`src/rtl/rom_enum_pkg.sv`:
```
package rom_enum_pkg;

  typedef struct packed {
    logic [7:0] size_code;
    logic [7:0] resv;
    logic [7:0] dtype;
    logic [7:0] cls;
    logic [7:0] last;
    logic [7:0] flag;
    logic [7:0] addr;
    logic [7:0] chip;
  } tbl_ent_t;

  typedef enum logic [1:0] {
    CK_FREE = 2'd0,
    CK_ENUM = 2'd1,
    CK_SKIP = 2'd2,
    CK_HARD = 2'd3
  } chip_kind_e;

  typedef enum logic [1:0] {
    CMD_NONE = 2'd0,
    CMD_ENUM = 2'd1,
    CMD_SKIP = 2'd2,
    CMD_HARD = 2'd3
  } ent_cmd_e;

  localparam logic [7:0] SZ_16K     = 8'h0A;
  localparam logic [7:0] SZ_32K     = 8'h09;
  localparam logic [7:0] SZ_64K     = 8'h08;
  localparam logic [7:0] LAST_END   = 8'h08;
  localparam logic [7:0] FLAG_GO    = 8'h00;
  localparam logic [7:0] FLAG_STOP  = 8'h01;
  localparam logic [7:0] FLAG_HARD  = 8'h02;
  localparam logic [7:0] CLASS_MMIO = 8'h0C;
  localparam int         ENT_BYTES  = 8;

endpackage

```
`src/rtl/rom_tbl_fetch.sv`:
```
module rom_tbl_fetch
  import rom_enum_pkg::*;
#(
  parameter int TBL_AW   = 8,
  parameter int TBL_BASE = 0,
  parameter int ENT_W    = 4
) (
  input  logic              clk,
  input  logic              rst,
  input  logic              go,
  input  logic [ENT_W-1:0]  ent_idx,
  output logic              rd_en,
  output logic [TBL_AW-1:0] rd_addr,
  input  logic [7:0]        rd_data,
  output tbl_ent_t          ent,
  output logic              ent_vld
);

  localparam int BYTE_W = $clog2(ENT_BYTES);

  logic              issuing_q;
  logic [BYTE_W-1:0] iss_q;
  logic              pend_q;
  logic [BYTE_W-1:0] pend_idx_q;
  logic [63:0]       ent_q;
  logic              vld_q;

  always_ff @(posedge clk) begin
    if (rst) begin
      issuing_q  <= 1'b0;
      iss_q      <= '0;
      pend_q     <= 1'b0;
      pend_idx_q <= '0;
      ent_q      <= '0;
      vld_q      <= 1'b0;
    end else begin
      vld_q <= 1'b0;
      if (go) begin
        issuing_q <= 1'b1;
        iss_q     <= '0;
      end else if (issuing_q) begin
        iss_q <= iss_q + 1'b1;
        if (iss_q == BYTE_W'(ENT_BYTES - 1)) issuing_q <= 1'b0;
      end
      pend_q     <= issuing_q;
      pend_idx_q <= iss_q;
      if (pend_q) begin
        // byte k of the entry lands at the k-th most significant byte
        ent_q[{~pend_idx_q, 3'b000} +: 8] <= rd_data;
        if (pend_idx_q == BYTE_W'(ENT_BYTES - 1)) vld_q <= 1'b1;
      end
    end
  end

  assign rd_en   = issuing_q;
  assign rd_addr = TBL_AW'(TBL_BASE) + TBL_AW'({ent_idx, iss_q});
  assign ent     = tbl_ent_t'(ent_q);
  assign ent_vld = vld_q;

  // back-to-back reads walk the table one byte at a time
  assert_addr_step_R1: assert property (@(posedge clk) disable iff (rst)
    (rd_en && $past(rd_en)) |-> (rd_addr == $past(rd_addr) + TBL_AW'(1)));

endmodule

```
`src/rtl/rom_ent_decode.sv`:
```
module rom_ent_decode
  import rom_enum_pkg::*;
#(
  parameter int NCHIP  = 8,
  parameter int HW_A   = 6,
  parameter int HW_B   = 7,
  parameter int CHIP_W = 3
) (
  input  tbl_ent_t          ent,
  input  logic              stopped,
  output ent_cmd_e          cmd,
  output logic [CHIP_W-1:0] cmd_chip,
  output logic [CHIP_W+1:0] cmd_span,
  output logic              cmd_err,
  output logic              cmd_stop,
  output logic              cmd_last,
  output logic              is_mmio
);

  logic [CHIP_W+1:0] span;
  logic              size_ok;
  logic              chip_ok;
  logic              fit_ok;
  logic              hw_chip;
  logic              unused_fields;

  assign unused_fields = ^{ent.resv, ent.dtype, ent.addr};

  always_comb begin
    size_ok = 1'b1;
    case (ent.size_code)
      SZ_16K:  span = (CHIP_W+2)'(1);
      SZ_32K:  span = (CHIP_W+2)'(2);
      SZ_64K:  span = (CHIP_W+2)'(4);
      default: begin
        span    = '0;
        size_ok = 1'b0;
      end
    endcase
  end

  assign chip_ok  = ent.chip < 8'(NCHIP);
  assign fit_ok   = ({1'b0, ent.chip} + 9'(span)) <= 9'(NCHIP);
  assign hw_chip  = chip_ok && ((ent.chip == 8'(HW_A)) || (ent.chip == 8'(HW_B)));
  assign cmd_chip = ent.chip[CHIP_W-1:0];
  assign cmd_last = ent.last == LAST_END;
  assign is_mmio  = ent.cls == CLASS_MMIO;

  always_comb begin
    cmd      = CMD_NONE;
    cmd_span = '0;
    cmd_err  = 1'b0;
    cmd_stop = 1'b0;
    case (ent.flag)
      FLAG_HARD: begin
        if (hw_chip && size_ok && fit_ok) begin
          cmd      = CMD_HARD;
          cmd_span = span;
        end else begin
          cmd_err = 1'b1;
        end
      end
      FLAG_GO, FLAG_STOP: begin
        if (stopped) begin
          if (chip_ok) begin
            cmd      = CMD_SKIP;
            cmd_span = (CHIP_W+2)'(1);
          end
        end else begin
          cmd_stop = ent.flag == FLAG_STOP;
          if (size_ok && chip_ok && fit_ok) begin
            cmd      = CMD_ENUM;
            cmd_span = span;
          end else begin
            cmd_err = 1'b1;
          end
        end
      end
      default: cmd_err = 1'b1;
    endcase
  end

endmodule

```
`src/rtl/rom_chip_map.sv`:
```
module rom_chip_map
  import rom_enum_pkg::*;
#(
  parameter int NCHIP  = 8,
  parameter int HW_A   = 6,
  parameter int HW_B   = 7,
  parameter int CHIP_W = 3
) (
  input  logic                     clk,
  input  logic                     rst,
  input  logic                     clear,
  input  logic                     apply,
  input  ent_cmd_e                 cmd,
  input  logic [CHIP_W-1:0]        cmd_chip,
  input  logic [CHIP_W+1:0]        cmd_span,
  input  logic                     cmd_err,
  input  logic                     cmd_stop,
  input  logic                     cmd_last,
  output logic                     stopped,
  output logic                     err,
  output logic [2*NCHIP-1:0]       kind_o,
  output logic [CHIP_W*NCHIP-1:0]  rom_o,
  output logic [CHIP_W*NCHIP-1:0]  slot_o
);

  logic              stopped_q;
  logic              err_q;
  logic [CHIP_W:0]   rom_cnt_q;
  logic [CHIP_W:0]   slot_cnt_q;

  always_ff @(posedge clk) begin
    if (rst || clear) begin
      stopped_q  <= 1'b0;
      err_q      <= 1'b0;
      rom_cnt_q  <= '0;
      slot_cnt_q <= '0;
    end else if (apply) begin
      err_q <= err_q | cmd_err;
      if (cmd_stop) stopped_q <= 1'b1;
      if (cmd == CMD_ENUM) begin
        slot_cnt_q <= slot_cnt_q + cmd_span[CHIP_W:0];
        if (cmd_last) rom_cnt_q <= rom_cnt_q + 1'b1;
      end
    end
  end

  assign stopped = stopped_q;
  assign err     = err_q;

  for (genvar i = 0; i < NCHIP; i++) begin : g_chip
    localparam logic [CHIP_W+1:0] IDX = (CHIP_W+2)'(i);

    chip_kind_e        kind_q;
    logic [CHIP_W-1:0] rom_q;
    logic [CHIP_W-1:0] slot_q;
    logic              hit;
    logic [CHIP_W+1:0] slot_sum;

    assign hit      = (IDX >= {2'b00, cmd_chip}) && (IDX < ({2'b00, cmd_chip} + cmd_span));
    assign slot_sum = {1'b0, slot_cnt_q} + IDX - {2'b00, cmd_chip};

    always_ff @(posedge clk) begin
      if (rst || clear) begin
        kind_q <= CK_FREE;
        rom_q  <= '0;
        slot_q <= '0;
      end else if (apply && hit) begin
        case (cmd)
          CMD_ENUM: begin
            kind_q <= CK_ENUM;
            rom_q  <= rom_cnt_q[CHIP_W-1:0];
            slot_q <= slot_sum[CHIP_W-1:0];
          end
          CMD_SKIP: begin
            if (kind_q == CK_FREE) kind_q <= CK_SKIP;
          end
          CMD_HARD: begin
            kind_q <= CK_HARD;
            rom_q  <= '0;
            slot_q <= '0;
          end
          default: ;
        endcase
      end
    end

    assign kind_o[2*i +: 2]          = kind_q;
    assign rom_o[CHIP_W*i +: CHIP_W]  = rom_q;
    assign slot_o[CHIP_W*i +: CHIP_W] = slot_q;

    if ((i != HW_A) && (i != HW_B)) begin : g_chk
      // only the two top chips can ever become hard-wired
      assert_hard_only_top_R6: assert property (@(posedge clk) disable iff (rst)
        kind_q != CK_HARD);
    end
  end

endmodule

```
`src/rtl/rom_enum_walker.sv`:
```
module rom_enum_walker
  import rom_enum_pkg::*;
#(
  parameter int NCHIP    = 8,
  parameter int MAX_ENT  = 16,
  parameter int TBL_AW   = 8,
  parameter int TBL_BASE = 0,
  parameter int HW_A     = 6,
  parameter int HW_B     = 7,
  localparam int CHIP_W  = $clog2(NCHIP)
) (
  input  logic                     clk,
  input  logic                     rst,
  input  logic                     start,
  output logic                     tbl_rd_en,
  output logic [TBL_AW-1:0]        tbl_rd_addr,
  input  logic [7:0]               tbl_rd_data,
  output logic                     busy,
  output logic                     done,
  output logic                     cfg_err,
  output logic [2*NCHIP-1:0]       chip_kind,
  output logic [CHIP_W*NCHIP-1:0]  chip_rom,
  output logic [CHIP_W*NCHIP-1:0]  chip_slot
);

  localparam int ENT_W = $clog2(MAX_ENT);

  logic             busy_q;
  logic             done_q;
  logic             go_q;
  logic [ENT_W-1:0] idx_q;
  logic             launch;
  logic             apply;
  logic             finish;

  tbl_ent_t          ent;
  logic              ent_vld;
  ent_cmd_e          cmd;
  logic [CHIP_W-1:0] cmd_chip;
  logic [CHIP_W+1:0] cmd_span;
  logic              cmd_err;
  logic              cmd_stop;
  logic              cmd_last;
  logic              is_mmio;
  logic              stopped;

  assign launch = start && !busy_q;
  assign apply  = busy_q && ent_vld && !is_mmio;
  assign finish = busy_q && ent_vld && (is_mmio || (idx_q == ENT_W'(MAX_ENT - 1)));

  always_ff @(posedge clk) begin
    if (rst) begin
      busy_q <= 1'b0;
      done_q <= 1'b0;
      go_q   <= 1'b0;
      idx_q  <= '0;
    end else begin
      done_q <= 1'b0;
      go_q   <= 1'b0;
      if (launch) begin
        busy_q <= 1'b1;
        idx_q  <= '0;
        go_q   <= 1'b1;
      end else if (finish) begin
        busy_q <= 1'b0;
        done_q <= 1'b1;
      end else if (busy_q && ent_vld) begin
        idx_q <= idx_q + 1'b1;
        go_q  <= 1'b1;
      end
    end
  end

  rom_tbl_fetch #(
    .TBL_AW  (TBL_AW),
    .TBL_BASE(TBL_BASE),
    .ENT_W   (ENT_W)
  ) u_fetch (
    .clk    (clk),
    .rst    (rst),
    .go     (go_q),
    .ent_idx(idx_q),
    .rd_en  (tbl_rd_en),
    .rd_addr(tbl_rd_addr),
    .rd_data(tbl_rd_data),
    .ent    (ent),
    .ent_vld(ent_vld)
  );

  rom_ent_decode #(
    .NCHIP (NCHIP),
    .HW_A  (HW_A),
    .HW_B  (HW_B),
    .CHIP_W(CHIP_W)
  ) u_decode (
    .ent     (ent),
    .stopped (stopped),
    .cmd     (cmd),
    .cmd_chip(cmd_chip),
    .cmd_span(cmd_span),
    .cmd_err (cmd_err),
    .cmd_stop(cmd_stop),
    .cmd_last(cmd_last),
    .is_mmio (is_mmio)
  );

  rom_chip_map #(
    .NCHIP (NCHIP),
    .HW_A  (HW_A),
    .HW_B  (HW_B),
    .CHIP_W(CHIP_W)
  ) u_map (
    .clk     (clk),
    .rst     (rst),
    .clear   (launch),
    .apply   (apply),
    .cmd     (cmd),
    .cmd_chip(cmd_chip),
    .cmd_span(cmd_span),
    .cmd_err (cmd_err),
    .cmd_stop(cmd_stop),
    .cmd_last(cmd_last),
    .stopped (stopped),
    .err     (cfg_err),
    .kind_o  (chip_kind),
    .rom_o   (chip_rom),
    .slot_o  (chip_slot)
  );

  assign busy = busy_q;
  assign done = done_q;

  // completion is a single-cycle pulse and never overlaps the walk
  assert_done_pulse_R10: assert property (@(posedge clk) disable iff (rst)
    done |=> !done);
  assert_done_idle_R10: assert property (@(posedge clk) disable iff (rst)
    done |-> !busy);
  // results are frozen while idle and no start arrives
  assert_hold_idle_R10: assert property (@(posedge clk) disable iff (rst)
    (!busy && !start) |=> ($stable(chip_kind) && $stable(chip_rom) &&
                           $stable(chip_slot) && $stable(cfg_err)));
  // the table is only read during a walk
  assert_no_read_idle_R1: assert property (@(posedge clk) disable iff (rst)
    !busy |-> !tbl_rd_en);

endmodule

```
`config.mk`:
```
export PLATFORM = sky130hd
export DESIGN_NAME = rom_enum_walker
export DESIGN_NICKNAME = d
export VERILOG_FILES = /design/src/rtl/rom_enum_pkg.sv /design/src/rtl/rom_tbl_fetch.sv /design/src/rtl/rom_ent_decode.sv /design/src/rtl/rom_chip_map.sv /design/src/rtl/rom_enum_walker.sv
export SDC_FILE = /design/constraint.sdc
export NUM_CORES = 1
export LEC_CHECK = 0
export BUFFER_PORTS_ARGS = -buffer_cell sky130_fd_sc_hd__buf_4
export CAP_MARGIN = 25
export CELL_PAD_IN_SITES_DETAIL_PLACEMENT = 2
export CELL_PAD_IN_SITES_GLOBAL_PLACEMENT = 2
export CORE_UTILIZATION = 36
export CTS_BUF_LIST = sky130_fd_sc_hd__clkbuf_4
export DETAILED_ROUTE_END_ITERATION = 6
export PLACE_DENSITY_LB_ADDON = 0.08
export SLEW_MARGIN = 10
export SYNTH_ARGS = -nofsm -noshare
export SYNTH_HDL_FRONTEND = slang
export SYNTH_SLANG_ARGS = --single-unit
```
`constraint.sdc`:
```
create_clock -name clk -period 7.6 [get_ports clk]
set_input_delay 0.76 -clock clk [delete_from_list [all_inputs] [get_ports clk]]
set_output_delay 0.76 -clock clk [all_outputs]
set_load 0.01 [all_outputs]
```
==> impl_metrics.py <==
metrics = {
    "clock_network": {
        "cts_root_buffer": "clkbuf_4",
        "clk_pin_slew_worst_paths_ns": 0.10,
        "htreeDepth": 4,
        "postCtsHoldBufs": 0,
        "cts.path.max_buffers": 2,
        "cts_setup_buffers": 0,
        "clk-insertion-delay-late_ns": 0.57,
        "cts_resized": 0,
        "cts_tree": "built",
        "clock_sinks": 128,
        "cts_buffers": 17,
    },
    "placed_design": {
        "io_buffers": 85,
        "gp_congestion": 0.8027,
        "dp_slack_ns": 1.077,
        "hpwl_um": 12570,
        "placed_cells": 903,
    },
    "sta": {
        "finalSetupViolCount": 0,
        "slew_viol_final": 0,
        "fmax_mhz": 154.8,
        "rsz0062_at_grt": "no",
        "worst_slack_ns": 1.141,
        "slew_headroom_pct": 35.19,
        "finalSetupTns_ns": 0,
        "finClkSkew_ns": 0.01484,
        "whs_ns": 0.4605,
        "fin_crit_sh_pct": 84.99,
        "worst_slew_pin_slew_ns": 0.9647,
        "final_hold_viol_count": 0,
        "fin_crit_ns": 6.459,
    },
    "layout": {
        "fillers": 1722,
        "post_layout_nonfiller_instances": 937,
        "fin_nets": 751,
        "layout_common_cells": "dfxtp_1, nor2_1, buf_4",
        "final_common_cell": "dfxtp_1",
        "drive_above_1_share_pct": 18.21,
        "area_growth_pct": 19.00,
    },
    "run_status": {
        "outcome": "completed",
    },
    "setup_path": {
        "arrival_ns": 6.88,
        "path_max_fanout": 8,
        "start_kind": "register",
        "cp-end-kind": "register",
        "critPathKind": "register to register",
        "required_ns": 8.02,
    },
    "floorplanning": {
        "num_rows": 45,
        "coreArea_um2": 15310,
        "die_h_um": 127.7,
        "dieArea_um2": 16310,
        "boundaryPins": 87,
        "die_width_um": 127.7,
        "start_util_pct": 37.16,
    },
    "power_and_ir_drop": {
        "p_sw_w": 0.0002904,
        "seqPwrFrac_pct": 57.8,
        "p_per_area_nw_per_um2": 173.0,
        "p_clk_share_pct": 38.6,
        "vdd_drop_max_uv": 107.3,
        "p_int_w": 0.0008811,
        "finalPower_w": 0.001172,
        "swShare_pct": 24.79,
        "power.leakage_nw": 2.589,
        "combPwrFrac_pct": 3.6,
    },
    "routing": {
        "vias_per_cell": 5.224,
        "firstDrtPassIters": 6,
        "vias": 4895,
        "drtIter0Drc": 154,
        "postRouteAntennaNets": 0,
        "routed_wl_um": 16900,
        "drcViolationCount": 0,
        "wire_per_inst_um": 18.03,
    },
    "logic_synthesis": {
        "ys_async_sr_fraction_pct": 0,
        "syn-num-nets": 673,
        "ys_ff_latch": 128,
        "synth-edff-count": 0,
        "syn_area_per_cell_um2": 8.975,
        "synth.distinct_cells": 53,
        "ys_seq_area_share_pct": 45.03,
        "yosys_most_used_dff": "dfxtp_1",
        "yosys_warnings": 0,
        "synthCells": 634,
        "syn-cell-area_um2": 5690,
    },
    "global_route": {
        "grt_max_degree": 78,
        "grt-ovfl-total": 0,
        "grtUsageTotal_pct": 22.01,
        "grt_pass1_wl_um": 27570,
        "grt_pass1_vias": 5285,
        "antenna_found_initial": 1,
    },
    "min_path": {
        "hold_path.class": "register to register",
    },
    "flow_run": {
        "maxCapViolCount": 0,
    },
}
-- kinds of logic (layout without fill, tap and decap cells) --
group,after synthesis,after routing,synth area share (%)
AO/OA/AOI/OAI,105,105,11.30
XOR/XNOR,14,14,2.155
adder cells (fa/ha/maj),28,28,6.816
buffers and inverters,53,144,3.694
flip-flops,128,128,45.03
multiplexers,55,55,9.697
other,1,2,0.06590
AND/OR/NAND/NOR,250,250,21.24
-- final cells by class --
| cell class | instances | area, um^2 | share of cell area (%) |
|---|---|---|---|
| clock buffers | 19 | 142.6 | 2.106 |
| repair buffers | 89 | 665.6 | 9.830 |
| diodes | 1 | 2.502 | 0.03695 |
| clock inverters | 13 | 121.4 | 1.792 |
| well taps | 211 | 264.0 | 3.899 |
| flip-flops and latches | 128 | 2562 | 37.84 |
| multi-input cells | 453 | 2927 | 43.22 |
| inverters | 23 | 86.33 | 1.275 |
-- critical path, cell delays in order, from the launching register on --
cell and delay, ns:
dfxtp_1 0.33, or4b_1 0.55, or2_2 0.31, nor3b_1 0.40
ha_1 0.30, fa_1 0.45, o32ai_1 0.28, a221oi_1 0.22
a21oi_1 0.45, nand2_1 0.32, o32a_1 0.37, nor2_1 0.15
ha_1 0.20, inv_1 0.06, fa_1 0.41, nand2b_1 0.17
o21a_1 0.21, o311ai_0 0.60, nor2_2 0.25, mux2i_1 0.23
nor2_1 0.06
-- state kept, by name (all words and copies together) (netlist names), 3 cells and up --
register / count
idx_q: 4
u_fetch.ent: 40
u_fetch.iss_q: 3
u_fetch.pend_idx_q: 3
u_map.g_chip.kind_q: 16
u_map.g_chip.rom_q: 24
u_map.g_chip.slot_q: 24
u_map.rom_cnt_q: 3
u_map.slot_cnt_q: 3
-- per-layer routing --
metal / GRT usage, % / vias to the layer above / share of wire [%]
met1: 24.77 / 2425 / 42
li1: - / 2348 / -
met4: 8.512 / 0 / 2.2
met2: 39.83 / 94 / 52
met5: 0 / - / 0
met3: 5.426 / 28 / 3.8
-- through the flow --
step           util, %  cell area, um^2
2_1_floorplan        -             5690
3_3_place_gp     42.39             6492
3_5_place_dp     42.43             6497
4_1_cts          44.15             6761
5_1_grt          44.22             6771
6_report         44.22             6771
-- Yosys cell counts, types with 2 or more instances --
| cell | n | area [um^2] |
|---|---|---|
| nor2b_1 | 10 | 62.56 |
| or3_1 | 7 | 43.79 |
| fa_1 | 5 | 100.1 |
| nor4_1 | 4 | 25.02 |
| xnor2_1 | 7 | 61.31 |
| nand2b_1 | 6 | 37.54 |
| nor3_1 | 13 | 65.06 |
| or4_1 | 2 | 15.01 |
| nand3_1 | 27 | 135.1 |
| a211oi_1 | 7 | 52.55 |
| nor4b_1 | 2 | 17.52 |
| nor2_1 | 88 | 330.3 |
| a21oi_1 | 59 | 295.3 |
| and4b_1 | 2 | 20.02 |
| dfxtp_1 | 128 | 2562 |
| nand4b_1 | 2 | 17.52 |
| a211o_1 | 7 | 61.31 |
| o21a_1 | 2 | 15.01 |
| or2_2 | 4 | 25.02 |
| nor2_2 | 4 | 25.02 |
| a21o_1 | 3 | 22.52 |
| a221oi_1 | 2 | 17.52 |
| o21ai_0 | 12 | 60.06 |
| inv_1 | 23 | 86.33 |
| clkbuf_1 | 28 | 105.1 |
| nand2_1 | 62 | 232.7 |
| xor2_1 | 7 | 61.31 |
| nor3b_1 | 2 | 15.01 |
| nor4bb_1 | 2 | 20.02 |
| nand4_1 | 8 | 50.05 |
| mux2i_1 | 54 | 540.5 |
| ha_1 | 23 | 287.8 |
| o311ai_0 | 2 | 17.52 |
-- power by group through the flow --
stage	combinational [W]	sequential, W	clock [W]
floorplan	0.0000253	0.000692	0
global placement	0.0000412	0.000692	0
detailed placement	0.0000425	0.000693	0
CTS	0.0000427	0.000677	0.000469
global route	0.0000458	0.000678	0.000499
finish	0.0000421	0.000677	0.000452
-- path summary, 6_finish.rpt --
check,depth (start not counted),slack [ns],endpoint,from
max,20,1.14,u_map.g_chip[1].rom_q[2]$_SDFFE_PP0P_,u_fetch.ent[63]$_SDFFE_PP0P_
min,2,0.46,u_fetch.ent[61]$_SDFFE_PP0P_,u_fetch.ent[61]$_SDFFE_PP0P_
max reg2reg,20,1.14,u_map.g_chip[1].rom_q[2]$_SDFFE_PP0P_,u_fetch.ent[63]$_SDFFE_PP0P_
min reg2reg,2,0.46,u_fetch.ent[61]$_SDFFE_PP0P_,u_fetch.ent[61]$_SDFFE_PP0P_
(Power assumes the default switching activity.)
